$ cat src/rtl/fw_serial_wr_target.sv
module fw_serial_wr_target #(
  parameter int ADDR_W = 28,
  parameter int IDX_W  = 21
) (
  input  logic              clk,
  input  logic              rst_n,
  input  logic              id_sel,
  input  logic              frame_n,
  input  logic              lad_in,
  output logic              lad_out,
  output logic              lad_oe,
  output logic              wr_en,
  output logic [ADDR_W-1:0] wr_addr,
  output logic [7:0]        wr_data
);
  localparam int NIBS = ADDR_W / 4;
  localparam int ABITS = NIBS * 4;
  localparam logic [3:0] START_WR = 4'b1110;

  typedef enum logic [3:0] {
    S_IDLE, S_ID, S_ADDR, S_SIZE, S_DATA, S_HTAR, S_SYNC, S_DTAR0, S_DTAR1
  } st_t;

  st_t               st;
  logic [5:0]        cnt;
  logic [3:0]        nib;
  logic [2:0]        lowcnt;
  logic [ADDR_W-1:0] addr;
  logic [IDX_W-1:0]  idx, last_idx;
  logic [6:0]        dsh;
  logic [3:0]        nib_nx;
  logic              sz_ok;
  logic [4:0]        sz_lg;

  assign nib_nx  = {lad_in, nib[3:1]};
  assign lad_oe  = (st == S_SYNC) || (st == S_DTAR0);
  assign lad_out = (st == S_DTAR0);

  always_comb begin
    sz_ok = 1'b1;
    case (nib_nx)
      4'd0:    sz_lg = 5'd0;
      4'd1:    sz_lg = 5'd1;
      4'd2:    sz_lg = 5'd2;
      4'd4:    sz_lg = 5'd4;
      4'd7:    sz_lg = 5'd7;
      4'd12:   sz_lg = 5'd12;
      4'd13:   sz_lg = 5'd16;
      4'd14:   sz_lg = 5'd20;
      default: begin sz_lg = 5'd0; sz_ok = 1'b0; end
    endcase
  end

  always_ff @(negedge clk) begin
    if (!rst_n) begin
      st       <= S_IDLE;
      cnt      <= '0;
      nib      <= '0;
      lowcnt   <= '0;
      addr     <= '0;
      idx      <= '0;
      last_idx <= '0;
      dsh      <= '0;
      wr_en    <= 1'b0;
      wr_addr  <= '0;
      wr_data  <= '0;
    end else begin
      wr_en  <= 1'b0;
      lowcnt <= frame_n ? 3'd0 : ((lowcnt == 3'd4) ? 3'd4 : lowcnt + 3'd1);
      case (st)
        S_IDLE: begin
          if (!frame_n) nib <= nib_nx;
          else if (lowcnt == 3'd4 && nib == START_WR) begin
            nib <= nib_nx;
            cnt <= 6'd1;
            st  <= S_ID;
          end
        end
        S_ID: begin
          nib <= nib_nx;
          cnt <= cnt + 6'd1;
          if (cnt == 6'd3) begin
            cnt <= '0;
            st  <= (nib_nx == {3'b000, id_sel}) ? S_ADDR : S_IDLE;
          end
        end
        S_ADDR: begin
          nib <= nib_nx;
          cnt <= cnt + 6'd1;
          if (cnt[1:0] == 2'd3) addr <= {addr[ADDR_W-5:0], nib_nx};
          if (cnt == 6'(ABITS - 1)) begin
            cnt <= '0;
            st  <= S_SIZE;
          end
        end
        S_SIZE: begin
          nib <= nib_nx;
          cnt <= cnt + 6'd1;
          if (cnt == 6'd3) begin
            cnt      <= '0;
            idx      <= '0;
            last_idx <= (IDX_W'(1) << sz_lg) - IDX_W'(1);
            st       <= sz_ok ? S_DATA : S_IDLE;
          end
        end
        S_DATA: begin
          if (frame_n) begin
            dsh <= {lad_in, dsh[6:1]};
            cnt <= cnt + 6'd1;
            if (cnt == 6'd7) begin
              cnt     <= '0;
              wr_en   <= 1'b1;
              wr_data <= {lad_in, dsh};
              wr_addr <= addr + ADDR_W'(idx);
              idx     <= idx + IDX_W'(1);
              if (idx == last_idx) st <= S_HTAR;
            end
          end
        end
        S_HTAR: begin
          cnt <= cnt + 6'd1;
          if (cnt == 6'd7) begin cnt <= '0; st <= S_SYNC; end
        end
        S_SYNC: begin
          cnt <= cnt + 6'd1;
          if (cnt == 6'd3) begin cnt <= '0; st <= S_DTAR0; end
        end
        S_DTAR0: begin
          cnt <= cnt + 6'd1;
          if (cnt == 6'd3) begin cnt <= '0; st <= S_DTAR1; end
        end
        S_DTAR1: begin
          cnt <= cnt + 6'd1;
          if (cnt == 6'd3) begin cnt <= '0; st <= S_IDLE; end
        end
        default: st <= S_IDLE;
      endcase
    end
  end

  p_wr_pulse_r7: assert property (@(negedge clk) disable iff (!rst_n)
    wr_en |=> !wr_en);

  p_wr_from_data_r7: assert property (@(negedge clk) disable iff (!rst_n)
    wr_en |-> $past(st) == S_DATA);

  p_stall_hold_r8: assert property (@(negedge clk) disable iff (!rst_n)
    (st == S_DATA && !frame_n) |=> (!wr_en && $stable(idx)));

  p_sync_first_r9: assert property (@(negedge clk) disable iff (!rst_n)
    $rose(lad_oe) |-> (!lad_out && $past(st) == S_HTAR));

  p_release_r9: assert property (@(negedge clk) disable iff (!rst_n)
    $fell(lad_oe) |-> $past(lad_out));

  p_abort_r6: assert property (@(negedge clk) disable iff (!rst_n)
    (st == S_SIZE && cnt == 6'd3 && !sz_ok) |=> (st == S_IDLE && !wr_en && !lad_oe));

  p_reset_r1: assert property (@(negedge clk)
    !rst_n |=> (!wr_en && !lad_oe));
endmodule

$ cat config.mk
export PLATFORM = sky130hd
export DESIGN_NAME = fw_serial_wr_target
export DESIGN_NICKNAME = d
export VERILOG_FILES = /design/src/rtl/fw_serial_wr_target.sv
export SDC_FILE = /design/constraint.sdc
export NUM_CORES = 1
export LEC_CHECK = 0
export BUFFER_PORTS_ARGS = -buffer_cell sky130_fd_sc_hd__buf_2
export CORE_MARGIN = 1.5
export CORE_UTILIZATION = 40
export DETAILED_ROUTE_END_ITERATION = 6
export GPL_TIMING_DRIVEN = 0
export HOLD_SLACK_MARGIN = 0.06
export MAX_ROUTING_LAYER = met4
export SLEW_MARGIN = 20
export SYNTH_ARGS = -nofsm -noshare
export SYNTH_HDL_FRONTEND = slang
export SYNTH_SLANG_ARGS = --single-unit
$ cat constraint.sdc
create_clock -name clk -period 7.64 [get_ports clk]
set_clock_uncertainty 0.2 [all_clocks]
set_input_delay 1.528 -clock clk [delete_from_list [all_inputs] [get_ports clk]]
set_output_delay 1.528 -clock clk [all_outputs]
set_load 0.1 [all_outputs]
==> impl_metrics.yaml <==
outcome:
  status: "complete, no violations"
grt:
  overflow: 0
  grt_pass1_vias: 6752
  grt_pass1_wl_mm: 32.4
  antenna_found_initial: 0
  grt_usage_pct: 23.6
  grt_max_degree: 17
yosys:
  synth_seq_area_share_pct: 38.0
  synth_cell_types: 61
  synth_top_area_share_pct: 38.0
  async_flop_share_pct: 0
  syn_inst: 891
  netlist_area_um2: 6910
  ys_ff_latch: 131
  synthFlopType: "dfxtp_1"
  synth_fp_nets: 923
  synth.area.top_cells: "dfxtp_1 38%, nand2_1 8.1%, a21oi_1 8.0%"
  syn_avg_cell_area_um2: 7.76
  yosys_warnings: 0
  synth_top_area_cell: "dfxtp_1"
  synth_edf_count: 0
final_layout:
  diodes: 0
  area_delta_synth_final_pct: 22.4
  drive_above_1_share_pct: 7.95
  final_common_cell: "inv_1"
  mostFrequentLayoutCells: "152 x inv_1, 149 x nand2_1, 131 x dfxtp_1"
  layout.nets: 1113
  fin_cells: 1314
placed_design:
  placed_cells: 1152
  dp_hpwl_mm: 14.4
  gp_congestion: 0.926
  port_buffers: 41
sta:
  rsz0062_at_grt: "no"
  tns_ps: 0
  worst_pin_slew_ps: 901
  slew_headroom_pct: 39.4
  finalHoldViolCount: 0
  timing.final.max_slew_violations: 0
  setup_viol: 0
worst_hold_path:
  hp-class: "reg2reg"
  hold_end: "wr_addr[6]"
  min_path_cells: 2
  hold_start: "wr_addr[6]"
setup_path:
  crit_required_ps: 5910
  worstPathArrival_ps: 5660
  slowest_stage: "dfxtp_1"
  crit_type: "reg2out"
  cpPeakStageDelay_ps: 350
  worstRegToRegCells: 10
  reg2reg_from: "idx[0]"
  crit_chain: "clkbuf_1 > nand2_1 > nor2_1 > clkbuf_4"
  startpoint_type: "flip-flop"
  r2r_setup_slack_ps: 4130
  r2r-end: "wr_addr[16]"
  critical_path.max_fanout: 10
  cp-end-kind: "output port"
die:
  fp-row-count: 47
  io_pins: 44
  coreArea_um2: 16700
  chipWidth_um: 134
  dieArea_um2: 18100
  die_height_um: 134
  start_util_pct: 41.4
route:
  dr.pass1.iters: 5
  wl_per_cell_um: 15.1
  drt_iter0_drc: 512
  drt_wl_total_mm: 19.9
  vias: 6962
  antenna_left: 0
  viasPerCell: 5.30
  post-route-drc-count: 0
pwr:
  leakage_nw: 3.63
  finalPower_mw: 1.99
  peakVddDrop_uv: 168
  power_density_nw_per_um2: 235
clock_network:
  cts_root_buffer: "clkbuf_16"
  cts_buffers: 17
  clock-sinks: 131
  cts_buffer_depth: 2
  cts_tree: "built"
  clk_pin_slew_ps: 30
  h-tree-depth: 4
  clkLatencyLatePin_ps: 460
flow_run:
  maxCapViolations: 0
-- state kept, by name, indices dropped and copies added, names as in the netlist --
name and cells:
addr 28, wr_data 8, wr_addr 28, st 4, wr_en 1, lowcnt 3, last_idx 21, dsh 7
nib 4, idx 21, cnt 6
-- report_power, final --
part | internal, mW | switching (mW)
Clock | 0.576 | 0.506
Combinational | 0.0677 | 0.128
Sequential | 0.701 | 0.00822
Total | 1.34 | 0.643
-- worst max-delay path: cells and delay by family (launching register included) --
family,cells,cell delay [ps]
buf+inv,2,700
flops,1,350
simple gates,2,340
-- cells by family (layout without fill, tap and decap cells) --
logic type                 Yosys count  after routing  synth area share, %
xor gates and xnor gates            58             58                 7.35
adders and majority gates           27             27                 5.00
muxes                                7              7                 1.01
and+or+nand+nor                    374            374                 25.5
AOI/OAI and AO/OA                  219            219                 19.0
DFF                                131            131                 38.0
buffers and inverters               75            278                 4.24
-- through the flow --
stage	hold WS, ps	setup slack, ps	area, µm²	utilization (%)
3_5_place_dp	244	124	7390	44.3
3_3_place_gp	238	117	7390	44.3
6_report	246	252	8460	50.7
2_1_floorplan	232	52.1	6910	-
5_1_grt	257	84.2	8460	50.7
4_1_cts	248	154	8460	50.6
-- Yosys cell counts, types with 2 or more instances --
cell	number
o21ai_1	2
xor2_1	22
buf_2	3
xnor2_1	36
or4_1	2
and3_1	13
nand4_1	17
a31oi_1	11
a311oi_1	3
o211a_1	2
and4_1	2
nand3_1	47
nand2b_1	10
clkbuf_1	43
o21ai_0	37
a22o_1	2
buf_1	6
nor2_1	72
o32a_1	2
o211ai_1	6
a21oi_1	110
dfxtp_1	131
a211oi_1	12
ha_1	26
or2_2	4
nor2b_1	10
nor4b_1	2
or3_1	10
nand2_1	149
nor3_1	16
o31ai_1	3
inv_1	21
mux2i_1	7
o221ai_1	4
o22ai_1	4
o21a_1	3
a21o_1	5
and2_1	4
nor4_1	8
a41oi_1	2
or4b_4	2
-- metal layers --
layer  global-route usage, %  routed length, µm
met2                    36.2               9280
met4                    10.4                323
met1                    27.6               9070
met5                       -                  0
met3                    8.54               1230
-- worst max path at each step --
stage	startpoint	to	slack (ps)
finish	st[1]	lad_out	250
global route	st[1]	lad_out	80
global placement	frame_n	wr_addr[5]	120
CTS	st[0]	lad_out	150
floorplan	st[0]	lad_out	50
detailed placement	frame_n	wr_addr[5]	120
-- timing repair --
item | CTS | global route
resized for setup | 0 | 1
endpoints found under the setup margin | 0 | 1
hold buffers | 0 | 0
hold endpoints to repair | 0 | 0
setup buffers | 0 | 0
-- layout make-up --
| cell class | instances | area (µm²) |
|---|---|---|
| Clock buffer | 17 | 425 |
| Inverter | 21 | 78.8 |
| Buffer | 53 | 210 |
| Timing Repair Buffer | 41 | 208 |
| Clock inverter | 146 | 646 |
| Fill cell | 1716 | 8240 |
| Multi-Input combinational cell | 685 | 4000 |
| Tap cell | 220 | 275 |
| Sequential cell | 131 | 2620 |
No activity file was read; power rests on OpenSTA's default activity.
